[src/rtl/pwm_cull_pkg.sv]
package pwm_cull_pkg;
  localparam int CMP_W  = 16;
  localparam int N_CMP  = 2;
  localparam int SKIP_W = 5;

  // true when the masked count has reached (or passed) the skip value
  function automatic logic skip_reached(input logic [SKIP_W-1:0] cnt,
                                        input logic [SKIP_W-1:0] skip);
    return cnt >= skip;
  endfunction

  // next masked count for one counted event
  function automatic logic [SKIP_W-1:0] skip_next(input logic [SKIP_W-1:0] cnt,
                                                  input logic              reached);
    return reached ? '0 : cnt + 1'b1;
  endfunction
endpackage

[src/rtl/cull_counter.sv]
module cull_counter
  import pwm_cull_pkg::*;
#(
  parameter int SW = SKIP_W
) (
  input  logic          clk,
  input  logic          rst_n,
  input  logic          crest_evt,
  input  logic          valley_evt,
  input  logic          crest_en,
  input  logic          valley_en,
  input  logic [SW-1:0] skip,
  output logic          counted,
  output logic          hit
);
  logic [SW-1:0] cnt_q;

  assign counted = (crest_evt & crest_en) | (valley_evt & valley_en);
  assign hit     = counted & skip_reached(cnt_q, skip);

  always_ff @(posedge clk or negedge rst_n) begin
    if (!rst_n)       cnt_q <= '0;
    else if (counted) cnt_q <= skip_next(cnt_q, hit);
  end
endmodule

[src/rtl/xfer_ctrl.sv]
module xfer_ctrl (
  input  logic clk,
  input  logic rst_n,
  input  logic any_evt,
  input  logic hit,
  input  logic xfer_cull,
  input  logic anytime,
  input  logic trig_wr,
  output logic pending,
  output logic fire
);
  logic point;
  logic arm;

  assign point = xfer_cull ? hit : any_evt;
  assign arm   = trig_wr & ~anytime;
  assign fire  = pending & point & ~anytime;

  always_ff @(posedge clk or negedge rst_n) begin
    if (!rst_n)    pending <= 1'b0;
    else if (arm)  pending <= 1'b1;
    else if (fire) pending <= 1'b0;
  end
endmodule

[src/rtl/cmp_bank.sv]
module cmp_bank #(
  parameter int W = 16
) (
  input  logic         clk,
  input  logic         rst_n,
  input  logic         wr_hit,
  input  logic [W-1:0] wr_data,
  input  logic         anytime,
  input  logic         load,
  output logic [W-1:0] buf_q
);
  logic [W-1:0] reg_q;

  always_ff @(posedge clk or negedge rst_n) begin
    if (!rst_n)      reg_q <= '0;
    else if (wr_hit) reg_q <= wr_data;
  end

  always_ff @(posedge clk or negedge rst_n) begin
    if (!rst_n)                 buf_q <= '0;
    else if (anytime && wr_hit) buf_q <= wr_data;
    else if (load)              buf_q <= reg_q;
  end
endmodule

[src/rtl/pwm_cull_reload.sv]
module pwm_cull_reload
  import pwm_cull_pkg::*;
#(
  parameter int W    = CMP_W,
  parameter int NREG = N_CMP,
  parameter int SW   = SKIP_W,
  localparam int SELW = (NREG > 1) ? $clog2(NREG) : 1
) (
  input  logic                     clk,
  input  logic                     rst_n,
  input  logic                     crest_evt,
  input  logic                     valley_evt,
  input  logic                     crest_en,
  input  logic                     valley_en,
  input  logic [SW-1:0]            skip_count,
  input  logic                     xfer_cull,
  input  logic                     anytime_mode,
  input  logic                     wr_en,
  input  logic [SELW-1:0]          wr_sel,
  input  logic [W-1:0]             wr_data,
  output logic                     crest_irq,
  output logic                     valley_irq,
  output logic                     xfer_pulse,
  output logic [NREG-1:0][W-1:0]   cmp_buf
);
  localparam int TRIG_IDX = NREG - 1;

  logic counted_w;
  logic hit_w;
  logic pending_q;
  logic fire_w;
  logic trig_wr_w;

  assign trig_wr_w = wr_en && (wr_sel == SELW'(TRIG_IDX));

  cull_counter #(.SW(SW)) u_cnt (
    .clk, .rst_n, .crest_evt, .valley_evt, .crest_en, .valley_en,
    .skip(skip_count), .counted(counted_w), .hit(hit_w)
  );

  xfer_ctrl u_xfer (
    .clk, .rst_n, .any_evt(crest_evt | valley_evt), .hit(hit_w),
    .xfer_cull, .anytime(anytime_mode), .trig_wr(trig_wr_w),
    .pending(pending_q), .fire(fire_w)
  );

  for (genvar i = 0; i < NREG; i++) begin : g_bank
    cmp_bank #(.W(W)) u_bank (
      .clk, .rst_n,
      .wr_hit(wr_en && (wr_sel == SELW'(i))),
      .wr_data, .anytime(anytime_mode), .load(fire_w),
      .buf_q(cmp_buf[i])
    );
  end

  always_ff @(posedge clk or negedge rst_n) begin
    if (!rst_n) begin
      crest_irq  <= 1'b0;
      valley_irq <= 1'b0;
      xfer_pulse <= 1'b0;
    end else begin
      crest_irq  <= hit_w & crest_evt & crest_en;
      valley_irq <= hit_w & valley_evt & valley_en;
      xfer_pulse <= fire_w;
    end
  end
endmodule

[config.mk]
export PLATFORM = sky130hd
export DESIGN_NAME = pwm_cull_reload
export DESIGN_NICKNAME = d
export VERILOG_FILES = /design/src/rtl/pwm_cull_pkg.sv /design/src/rtl/cull_counter.sv /design/src/rtl/xfer_ctrl.sv /design/src/rtl/cmp_bank.sv /design/src/rtl/pwm_cull_reload.sv
export SDC_FILE = /design/constraint.sdc
export NUM_CORES = 1
export LEC_CHECK = 0
export ABC_CLOCK_PERIOD_IN_PS = 2170
export BUFFER_PORTS_ARGS = -buffer_cell sky130_fd_sc_hd__buf_2
export CELL_PAD_IN_SITES_DETAIL_PLACEMENT = 0
export CELL_PAD_IN_SITES_GLOBAL_PLACEMENT = 1
export CORE_MARGIN = 10
export CORE_UTILIZATION = 43
export DETAILED_ROUTE_END_ITERATION = 16
export PLACE_DENSITY_LB_ADDON = 0.1
export SETUP_SLACK_MARGIN = 0.2
export SLEW_MARGIN = 10
export SYNTH_ARGS = -nofsm -noshare
export SYNTH_HDL_FRONTEND = slang
export SYNTH_SLANG_ARGS = --single-unit
[constraint.sdc]
create_clock -name clk -period 2.17 [get_ports clk]
set_input_delay 0.434 -clock clk [delete_from_list [all_inputs] [get_ports clk]]
set_output_delay 0.434 -clock clk [all_outputs]
set_load 0.02 [all_outputs]
== Word level (Yosys, flattened, before mapping) ==
Cells that the tools add are included.

* Register bits: 73
* Bits in latches: 0
* RAM bits: 0
* ROM bits: 0
* Input port bits: 31
* Output and inout port bits: 35
* Memories: 0

* Add/subtract/negate cells: 1
* $mul: 0
* Div/mod/pow operators: 0
* $lt $le $gt $ge: 1
* Eq/ne operators: 0
* Shift operators: 0
* Muxes and demuxes: 8
* Bitwise logic cells: 14
* Reduce and logical (&&, ||, !) cells: 7

{| class="wikitable"
|+ Operator list
! cell !! number
|-
| 16-bit 2-to-1 mux || 4
|-
| 1-bit bitwise AND || 10
|-
| 2-bit nonzero test || 3
|-
| 5-bit by 1-bit adder with 5-bit output (second input constant) || 1
|-
| 5-bit greater-or-equal comparator || 1
|-
| 5-bit 2-to-1 mux || 1
|-
| 1-bit logical AND || 4
|-
| 1-bit 2-to-1 mux || 3
|-
| 1-bit inverter || 2
|-
| 1-bit OR || 2
|}

== Depth between registers and ports, before layout ==
Gate-level depths: netlist (run 1).

* Depth after elaboration: 8
* Mapped depth: 8

== Modules after synthesis ==
From an unflattened synthesis (run 1), not the netlist that was laid out.

* Cell total of the unflattened synthesis: 270
* Area, all modules: 3,502.1 µm²

{| class="wikitable"
|+ By module, submodules not included
! module !! times used !! cells each !! area each (µm²) !! sequential area each (µm²)
|-
| cmp_bank || 2 || 106 || 1,460.2 || 800.8
|-
| cull_counter || 1 || 45 || 409.1 || 125.1
|-
| pwm_cull_reload || 1 || 8 || 107.6 || 75.1
|-
| xfer_ctrl || 1 || 5 || 65.1 || 25.0
|}

== Least setup slack after synthesis (run 1) ==
Ideal clock, no wire load.

* Kind: in2reg
* From: in skip_count[2]
* To: reg g_bank[0].u_bank.buf_q[10]
* Setup time: 0.082 ns
* Data arrival time: 1.718 ns
* Data required time: 2.088 ns
* Path slack: 0.370 ns
* Cell stages on the path: 8
* Buffers on the path: 1
* Cells stage by stage: inv_1 ha_1 a21o_1 a31oi_2 o21a_4 buf_6 o21ai_1 a31oi_1

* Longest elaborated chain between the ends: 6

{| class="wikitable"
|+ RTL lines
! what !! line !! source
|-
| start, declared || pwm_cull_reload.sv:15 || <nowiki>input logic [SW-1:0] skip_count,</nowiki>
|-
| 5-bit greater-or-equal comparator || pwm_cull_pkg.sv:9 || <nowiki>return cnt >= skip;</nowiki>
|-
| 1-bit bitwise AND || cull_counter.sv:19 || <nowiki>assign hit = counted & skip_reached(cnt_q, skip);</nowiki>
|-
| 1-bit 2-to-1 mux || xfer_ctrl.sv:15 || <nowiki>assign point = xfer_cull ? hit : any_evt;</nowiki>
|-
| 1-bit bitwise AND (2 in series) || xfer_ctrl.sv:17 || <nowiki>assign fire = pending & point & ~anytime;</nowiki>
|-
| 2-bit nonzero test (no source line) || n/a ||
|-
| end signal, assigned || cmp_bank.sv:21 || <nowiki>else if (anytime && wr_hit) buf_q <= wr_data;</nowiki>
|-
| end signal, assigned || cmp_bank.sv:22 || <nowiki>else if (load) buf_q <= reg_q;</nowiki>
|-
| end, declared || cmp_bank.sv:10 || <nowiki>output logic [W-1:0] buf_q</nowiki>
|}

Every way passes these cells.
A chain may end at the register's enable or synchronous reset.

== Final worst setup path (run 1) ==
* From: reg u_cnt.cnt_q[2]
* To: reg g_bank[1].u_bank.buf_q[10]

* Longest elaborated chain between the ends: 6

{| class="wikitable"
|+ RTL lines
! what !! line !! source
|-
| start, declared || cull_counter.sv:16 || <nowiki>logic [SW-1:0] cnt_q;</nowiki>
|-
| start signal, assigned || cull_counter.sv:23 || <nowiki>else if (counted) cnt_q <= skip_next(cnt_q, hit);</nowiki>
|-
| 5-bit greater-or-equal comparator || pwm_cull_pkg.sv:9 ||
|-
| 1-bit bitwise AND || cull_counter.sv:19 ||
|-
| 1-bit 2-to-1 mux || xfer_ctrl.sv:15 ||
|-
| 1-bit bitwise AND (2 in series) || xfer_ctrl.sv:17 ||
|-
| 2-bit nonzero test (no source line) || n/a ||
|-
| end signal, assigned || cmp_bank.sv:21 ||
|-
| end signal, assigned || cmp_bank.sv:22 ||
|-
| end, declared || cmp_bank.sv:10 ||
|}

Every way passes these cells.

==> impl_metrics.tcl, run 1 <==
set metrics [dict create \
    post-route-period-util_pct 87.3 \
    gp_congestion 0.696 \
    seq_area_frac_synth_pct 53.6 \
    via_per_inst 5.43 \
    yosysWarnings 0 \
    min_period_ns 1.89 \
    area_growth_pct 22.2 \
    reg2reg_slack_ns 0.28 \
    synth_ff_type "dfrtp_1" \
    synthArstFlopShare_pct 100 \
    cp-start-kind "flop" \
    avgSynthCellArea_um2 11.0 \
    antenna_left 0 \
    ys_ff_latch 73 \
    die_w_um 109 \
    synth_fp_nets 346 \
    drc 0 \
    grt_pass1_vias 2833 \
    dp.cells 466 \
    slew_viol_final 0 \
    wl_per_cell_um 17.7 \
    cap_violations 0 \
    final_cell_count_no_fill 489 \
    gr-total-overflow 0 \
    synthTopCellsByCount "dfrtp_1, nand3_1, nor2_1, a31oi_1, mux2_2" \
    fin_ws_ns 0.276 \
    finalHoldViolCount 0 \
    cts_max_level 3 \
    rr_startpoint "u_cnt.cnt_q[2]" \
    numCtsBuffers 9 \
    antenna_found_initial 0 \
    totalWireLength_mm 8.67 \
    clock-root-buffer "clkbuf_8" \
    pwr-share-seq_pct 40.0 \
    relSlewSlack_pct 52.4 \
    ir_worst_vdd_mv 0.517 \
    hold_class "input pin to async pin" \
    hold_buffers 0 \
    muxShareOfSynthArea_pct 10.6 \
    yosys.area.top_type "dfrtp_1" \
    synthAdderAreaFrac_pct 2.20 \
    tightest_slew_ns 0.714 \
    endpoint_kind "flop" \
    numPortBuffers 65 \
    clockBufferDepth 2 \
    start_util_pct 44.1 \
    p_int_w 0.00308 \
    synth_xor_area_share_pct 0 \
    clock_power_share_pct 22.3 \
    grt_max_degree 39 \
    finClkSkew_ns 0.00856 \
    seq_area_um2 1830 \
    rows 32 \
    core_area_um2 7730 \
    crit_fanout 15 \
    place_hpwl_mm 5.39 \
    p_switching_w 0.00181 \
    powerDensity_nw_per_um2 1180 \
    layout-drive-gt1-share_pct 38.0 \
    synth_top_family_by_area "compound AO/OA/AOI/OAI gates" \
    rsz0062_at_grt "yes" \
    clk_pin_slew_ns 0.08 \
    status "completed" \
    synth_edf_count 0 \
    n_antenna_cell 0 \
    place_ws_ns -0.133 \
    cp_data_required_time_ns 2.43 \
    leakage_nw 1.86 \
    finalSetupTns_ns 0 \
    tritoncts "done" \
    grtUsageTotal_pct 15.3 \
    p_sw_share_pct 37.0 \
    grt_pass1_wl_mm 14.4 \
    drt_iter0_drc 144 \
    comb_power_share_pct 37.7 \
    multi_input_area_um2 1450 \
    first_pass_iters 4 \
    via_count 2654 \
    yosysUniqueCellTypes 31 \
    finalSetupViolCount 0 \
    yosys.area_share.simple_pct 11.7 \
    synth_compound_area_share_pct 16.6 \
    num_io_pins 66 \
    synth_area_leaders "dfrtp_1, mux2_2, a31oi_1, nand3_1, o21ai_1" \
    power_w 0.00489 \
    die_h_um 109 \
    dieArea_um2 11900 \
    worstSetupPathType "flop to flop" \
    yosysMostFrequentCell "dfrtp_1" \
    synth_top_area_share_pct 53.6 \
    cts.sinks 73 \
    fin_nets 419 \
    clock.fmax_mhz 528 \
    crit_arrival_ns 2.15 \
    hold_slack_ns 0.0343 \
    clock_latency_ns 0.34 \
    critPathLaunch "u_cnt.cnt_q[2]" \
    fill_cells 710 \
    postSynthCellCount 309 \
    synth_area_um2 3410 \
]
-- cell usage in the layout (no fill, tap or decap), types with 6 or more instances in the layout --
| cell type | count |
|---|---|
| nor2_1 | 33 |
| buf_2 | 64 |
| clkbuf_8 | 11 |
| inv_1 | 6 |
| o21ai_1 | 26 |
| nand2_1 | 8 |
| dfrtp_1 | 73 |
| buf_4 | 12 |
| nand3_1 | 35 |
| o21ai_0 | 13 |
| mux2_2 | 32 |
| a31oi_1 | 32 |
-- path summary, 6_finish.rpt --
| kind | endpoint | depth (start not counted) |
|---|---|---|
| max in group asynchronous | valley_irq | 2 |
| max | g_bank[1].u_bank.buf_q[10] | 8 |
| min | g_bank[0].u_bank.buf_q[15] | 1 |
| max reg2reg | g_bank[1].u_bank.buf_q[10] | 8 |
| min reg2reg | g_bank[1].u_bank.reg_q[0] | 1 |
| min in group clk | u_xfer.pending | 2 |
-- kinds of logic (layout without fill, tap and decap cells) --
family,after synthesis,count (layout)
adders and majority gates,6,6
muxes,32,32
AOI/OAI and AO/OA,85,86
and+or+nand+nor,85,85
buffers and inverters,28,105
DFF,73,73
-- repair_timing --
action	CTS	global route
hold endpoints to repair	0	0
endpoints found under the setup margin	32	33
pin swaps	1	8
buffers inserted	4	2
gates resized for setup	3	7
cloned	1	0
-- critical path, cell delays in order (launching register included) --
cell and delay, ns:
dfrtp_1 0.42, ha_4 0.26, a21o_1 0.20, a31oi_4 0.16, buf_4 0.15, o21a_4 0.18, buf_12 0.16, o21ai_1 0.07
a31oi_1 0.20
-- final cells by class --
class	count	share of cell area, %
clock buffers	11	3.64
repair buffers	83	12.6
well taps	102	3.07
flip-flops and latches	73	43.9
inverters	6	0.541
multi-input cells	209	34.9
clock inverters	5	1.29
-- routing by layer --
layer  wire length [um]  track usage [%]
met2               4040             24.4
met3                568             4.54
met5                  0                0
met1               3930             19.4
met4                131             5.27
-- sequential cells by signal (all words and copies together), names as in the netlist --
name / flops
g_bank.u_bank.reg_q: 32
crest_irq: 1
xfer_pulse: 1
g_bank.u_bank.buf_q: 32
valley_irq: 1
u_cnt.cnt_q: 5
u_xfer.pending: 1
-- through the flow --
| step | util [%] | cell area, um2 |
|---|---|---|
| after global placement | 49.6 | 3830 |
| after floorplan | - | 3410 |
| after CTS | 53.0 | 4100 |
| final | 53.8 | 4160 |
| after global routing | 53.8 | 4160 |
| after detailed placement | 49.6 | 3830 |
-- power groups by stage --
stage	clock network, W	registers, W	logic (W)
finish	0.00109	0.00196	0.00185
floorplan	0	0.00227	0.000811
CTS	0.00112	0.00196	0.00180
global placement	0	0.00197	0.00167
global route	0.00118	0.00201	0.00202
detailed placement	0	0.00198	0.00170
(Power assumes the default switching activity.)
==> run 2: changes to the inputs <==
--- a/config.mk
+++ b/config.mk
@@ -14,2 +14,3 @@
 export DETAILED_ROUTE_END_ITERATION = 16
+export HOLD_SLACK_MARGIN = 0.15
 export PLACE_DENSITY_LB_ADDON = 0.1
--- a/constraint.sdc
+++ b/constraint.sdc
@@ -3,2 +3,2 @@
 set_output_delay 0.434 -clock clk [all_outputs]
-set_load 0.02 [all_outputs]
+set_load 0.1 [all_outputs]
==> run 2 against run 1 <==
- clock-buffer cell count did not move
- clock skew barely moved
- register-to-register slack barely moved
- power rose by 32%
- core utilization rose by 0.13 points
- first-iteration DRC count fell by 17%
- hold slack improved by 0.30 ns
- via count rose by 0.49%
- worst setup slack got worse by 0.0015 ns
- clock power barely moved
- sequential power barely moved
- critical path type unchanged
- critical endpoint unchanged
==> impl_metrics.tcl, run 2 (synthesis results as in run 1) <==
set metrics [dict create \
    n_antenna_cell 0 \
    first_pass_iters 4 \
    area_growth_pct 22.4 \
    grt_pass1_vias 2836 \
    tightest_slew_ns 0.716 \
    grt_max_degree 39 \
    cap_violations 0 \
    hold_class "input pin to flop" \
    clock.fmax_mhz 527 \
    min_to "u_xfer.pending" \
    reg.largest.list "g_bank.u_bank.buf_q: 32 flops, g_bank.u_bank.reg_q: 32 flops, u_cnt.cnt_q: 5 flops" \
    clock_latency_ns 0.34 \
    dp.cells 466 \
    finClkSkew_ns 0.00843 \
    dpl-instance-area_um2 3830 \
    reg2reg_to "g_bank[1].u_bank.buf_q[10]" \
    cts_max_level 3 \
    finalSetupViolCount 0 \
    leakage_nw 1.86 \
    ff2ff_path_depth 8 \
    final_cell_count_no_fill 490 \
    fin_nets 420 \
    power_w 0.00646 \
    grtUsageTotal_pct 15.3 \
    endpoint_kind "flop" \
    start_util_pct 44.1 \
    drc 0 \
    rows 32 \
    place_ws_ns -0.133 \
    finalSetupTns_ns 0 \
    cts.sinks 73 \
    post-route-period-util_pct 87.4 \
    clock-root-buffer "clkbuf_8" \
    die_h_um 109 \
    rr_startpoint "u_cnt.cnt_q[2]" \
    crit_arrival_ns 2.16 \
    relSlewSlack_pct 52.2 \
    num_io_pins 66 \
    gp_congestion 0.696 \
    numPortBuffers 65 \
    core_area_um2 7730 \
    tritoncts "done" \
    via_count 2667 \
    fill_cells 708 \
    status "completed" \
    antenna_left 0 \
    final_area_um2 4170 \
    final_common_cell "dfrtp_1" \
    ir_worst_vdd_mv 0.567 \
    hold_start "anytime_mode" \
    drt_iter0_drc 119 \
    min_period_ns 1.90 \
    hold_path_depth 2 \
    fin_ws_ns 0.274 \
    place_hpwl_mm 5.39 \
    clk_pin_slew_ns 0.08 \
    antenna_found_initial 0 \
    worstSetupPathType "flop to flop" \
    slew_viol_final 0 \
    dieArea_um2 11900 \
    finalHoldViolCount 0 \
    layout-drive-gt1-share_pct 37.9 \
    cp-start-kind "flop" \
    rsz0062_at_grt "yes" \
    totalWireLength_mm 8.66 \
    numCtsBuffers 9 \
    gr-total-overflow 0 \
    wl_per_cell_um 17.7 \
    die_w_um 109 \
    via_per_inst 5.44 \
    clockBufferDepth 2 \
    reg2reg_slack_ns 0.27 \
    layout_common_cells "dfrtp_1, buf_2, nand3_1, nor2_1" \
    grt_pass1_wl_mm 14.4 \
    cp_data_required_time_ns 2.43 \
    powerDensity_nw_per_um2 1550 \
    crit_fanout 15 \
]
[run 2: changes by cell type in the layout (fill, tap and decap cells not counted)]
cell	before	now
dlygate4sd3_1	0	1
[run 2: worst max path at each step]
stage / start / endpoint / depth (start not counted)
floorplan: skip_count[2] / g_bank[0].u_bank.buf_q[10] / 8
global placement: skip_count[0] / g_bank[0].u_bank.buf_q[8] / 7
CTS: u_cnt.cnt_q[2] / u_cnt.cnt_q[2] / 7
global route: u_cnt.cnt_q[2] / g_bank[1].u_bank.buf_q[10] / 8
detailed placement: skip_count[0] / g_bank[1].u_bank.buf_q[10] / 7
finish: u_cnt.cnt_q[2] / g_bank[1].u_bank.buf_q[10] / 8
[run 2: power by group]
part	leakage [nW]	internal (W)	switching, W	total (W)
clock network	0.109	0.000590	0.000498	0.00109
logic	0.890	0.000747	0.00267	0.00342
registers	0.862	0.00175	0.000210	0.00196
[run 2: through the flow]
stage	util [%]	hold slack [ns]
final	54.0	0.336
after global routing	54.0	0.326
after CTS	53.1	0.322
after detailed placement	49.6	0.429
after global placement	49.6	0.430
after floorplan	-	0.138
[run 2: cell type report]
| type | instances | area (um2) | area share (%) |
|---|---|---|---|
| repair buffers | 84 | 534 | 12.8 |
| multi-input cells | 209 | 1450 | 34.9 |
| clock inverters | 5 | 53.8 | 1.29 |
| clock buffers | 11 | 151 | 3.63 |
| well taps | 102 | 128 | 3.06 |
| inverters | 6 | 22.5 | 0.540 |
| flip-flops and latches | 73 | 1830 | 43.8 |
[run 2: what timing repair did]
| action | 4_1_cts | 5_1_grt |
|---|---|---|
| endpoints found under the setup margin | 32 | 33 |
| endpoints found under the hold margin | 35 | 0 |
| resized for setup | 3 | 7 |
| setup buffers | 4 | 2 |
| hold buffers | 1 | 0 |
| gates cloned | 1 | 0 |
| pin swaps | 1 | 8 |
[run 2: routing by layer]
layer	vias up	routed length (um)	global-route usage, %
li1	1271	-	-
met2	65	4040	24.4
met3	13	567	4.54
met4	0	131	5.27
met1	1318	3920	19.4
met5	-	0	0
[run 2: worst max-delay path, stage by stage, from the launching register on]
cell and delay, ns:
dfrtp_1 0.42, ha_4 0.26, a21o_1 0.20, a31oi_4 0.16
buf_4 0.15, o21a_4 0.18, buf_12 0.16, o21ai_1 0.07
a31oi_1 0.20
==> run 3: changes to the inputs <==
==> constraint.sdc (replaced) <==
create_clock -name clk -period 2.17 [get_ports clk]
set_input_delay 0.651 -clock clk [delete_from_list [all_inputs] [get_ports clk]]
set_output_delay 0.651 -clock clk [all_outputs]
set_load 0.1 [all_outputs]
==> run 3 against run 2 <==
- global-route usage down 1.4 points
- sequential power about the same
- final area down 0.51%
- clock power about the same
- via count down 1.7%
- non-clock buffer count unchanged
- critical endpoint is now u_cnt.cnt_q[2]
==> impl_metrics.tcl, run 3 (synthesis results as in run 1) <==
set metrics [dict create \
    num_io_pins 66 \
    p_int_w 0.00305 \
    crit_family "compound AO/OA/AOI/OAI gates" \
    drt_iter0_drc 84 \
    status "completed" \
    crit_arrival_ns 2.09 \
    tightest_slew_ns 0.504 \
    hold_buffers 0 \
    pwr-share-seq_pct 30.7 \
    rr_startpoint "u_cnt.cnt_q[0]" \
    p_sw_share_pct 52.4 \
    min_period_ns 1.81 \
    via_per_inst 5.36 \
    cp_data_required_time_ns 2.44 \
    tritoncts "done" \
    finalHoldViolCount 0 \
    first_pass_iters 5 \
    post-route-period-util_pct 83.6 \
    crit_fanout 7 \
    grtUsageTotal_pct 14.0 \
    p_switching_w 0.00336 \
    cts.sinks 73 \
    antenna_found_initial 0 \
    endpoint_kind "flop" \
    cts_max_level 3 \
    numPortBuffers 65 \
    clock.fmax_mhz 551 \
    cp-start-kind "input pin" \
    die_h_um 109 \
    finClkSkew_ns 0.0130 \
    place_ws_ns -0.00642 \
    clock_power_share_pct 17.1 \
    via_count 2621 \
    clock-root-buffer "clkbuf_8" \
    grt_pass1_vias 2544 \
    clock_latency_ns 0.34 \
    finalSetupTns_ns 0 \
    fin_nets 419 \
    numCtsBuffers 9 \
    grt_max_degree 38 \
    layout-drive-gt1-share_pct 37.5 \
    reg.largest.list "g_bank.u_bank.buf_q: 32 flops, g_bank.u_bank.reg_q: 32 flops, u_cnt.cnt_q: 5 flops" \
    wl_per_cell_um 16.8 \
    relSlewSlack_pct 66.6 \
    fin_ws_ns 0.355 \
    antenna_left 0 \
    leakage_nw 1.85 \
    die_w_um 109 \
    reg2reg_slack_ns 0.36 \
    final_common_cell "dfrtp_1" \
    critPathBufInv 3 \
    hold_class "input pin to async pin" \
    reg2reg_to "u_cnt.cnt_q[2]" \
    gp_congestion 0.763 \
    totalWireLength_mm 8.22 \
    slew_viol_final 0 \
    gr-total-overflow 0 \
    max_stage_delay_ns 0.27 \
    comb_power_share_pct 52.2 \
    clk_pin_slew_ns 0.08 \
    finalSetupViolCount 0 \
    dieArea_um2 11900 \
    clockBufferDepth 2 \
    drc 0 \
    rows 32 \
    layout_common_cells "dfrtp_1, buf_2, nand3_1, nor2_1" \
    cap_violations 0 \
    place_hpwl_mm 5.66 \
    grt_pass1_wl_mm 13.2 \
    ff2ff_path_depth 8 \
    cpMaxStageDelayCell "nor4b_1" \
    worstSetupPathType "input pin to flop" \
    crit_chain "buf_2 -> inv_1 -> ha_4 -> a21o_1 -> a31oi_4 -> buf_4 -> o21ai_2 -> nor4b_1 -> a21o_1" \
    area_growth_pct 21.8 \
    core_area_um2 7730 \
    ir_worst_vdd_mv 0.679 \
    rsz0062_at_grt "no" \
    powerDensity_nw_per_um2 1540 \
    start_util_pct 44.1 \
    path_common_cell "a21o_1" \
    n_antenna_cell 0 \
    utilization_pct 53.7 \
]
[run 3: worst max path at each step]
stage                    from                    endpoint  cells after the start
2_1_floorplan   skip_count[4]  g_bank[0].u_bank.buf_q[10]                      8
3_3_place_gp    skip_count[0]              u_cnt.cnt_q[2]                      7
3_5_place_dp    skip_count[0]   g_bank[0].u_bank.buf_q[9]                      8
4_1_cts        u_cnt.cnt_q[0]              u_cnt.cnt_q[2]                      7
5_1_grt        u_cnt.cnt_q[0]              u_cnt.cnt_q[2]                      8
6_report        skip_count[2]              u_cnt.cnt_q[2]                      9
[run 3: stage by stage]
step,area (um2),power (W),instances,hold WS [ns]
finish,4150,0.00641,489,0.271
global route,4150,0.00672,489,0.286
CTS,4120,0.00642,487,0.280
detailed placement,3920,0.00532,471,0.492
global placement,3920,0.00529,471,0.486
floorplan,3430,0.00465,309,0.355
[run 3: final cells by class]
class / instances / area [um2]
Fill cell: 701 / 3580
Timing Repair Buffer: 84 / 533
Tap cell: 102 / 128
Sequential cell: 73 / 1830
Clock buffer: 11 / 141
Clock inverter: 5 / 62.6
Inverter: 6 / 22.5
Multi-Input combinational cell: 208 / 1440
[run 3: power by group through the flow]
stage / sequential, W / clock (W) / combinational [W]
2_1_floorplan: 0.00381 / 0 / 0.000838
3_3_place_gp: 0.00200 / 0 / 0.00329
3_5_place_dp: 0.00200 / 0 / 0.00332
4_1_cts: 0.00198 / 0.00113 / 0.00332
5_1_grt: 0.00203 / 0.00118 / 0.00351
6_report: 0.00197 / 0.00109 / 0.00334
[run 3: worst reg2reg max path: stages (launching register included)]
cell	delay, ns
dfrtp_1	0.39
inv_1	0.07
ha_1	0.27
nand2b_4	0.15
a31oi_4	0.23
buf_4	0.16
o21ai_2	0.10
nor4b_1	0.27
a21o_1	0.12
[run 3: timing repair]
item                       4_1_cts  5_1_grt
setup buffers                    0        2
setup endpoints to repair        0       14
gates resized for setup          0        3
[run 3: per-layer routing]
metal	wire length, um	global-route usage, %	vias up
li1	-	-	1276
met1	3710	17.9	1282
met2	3950	22.2	57
met3	505	4.60	6
met4	55	3.67	0
met5	0	0	-
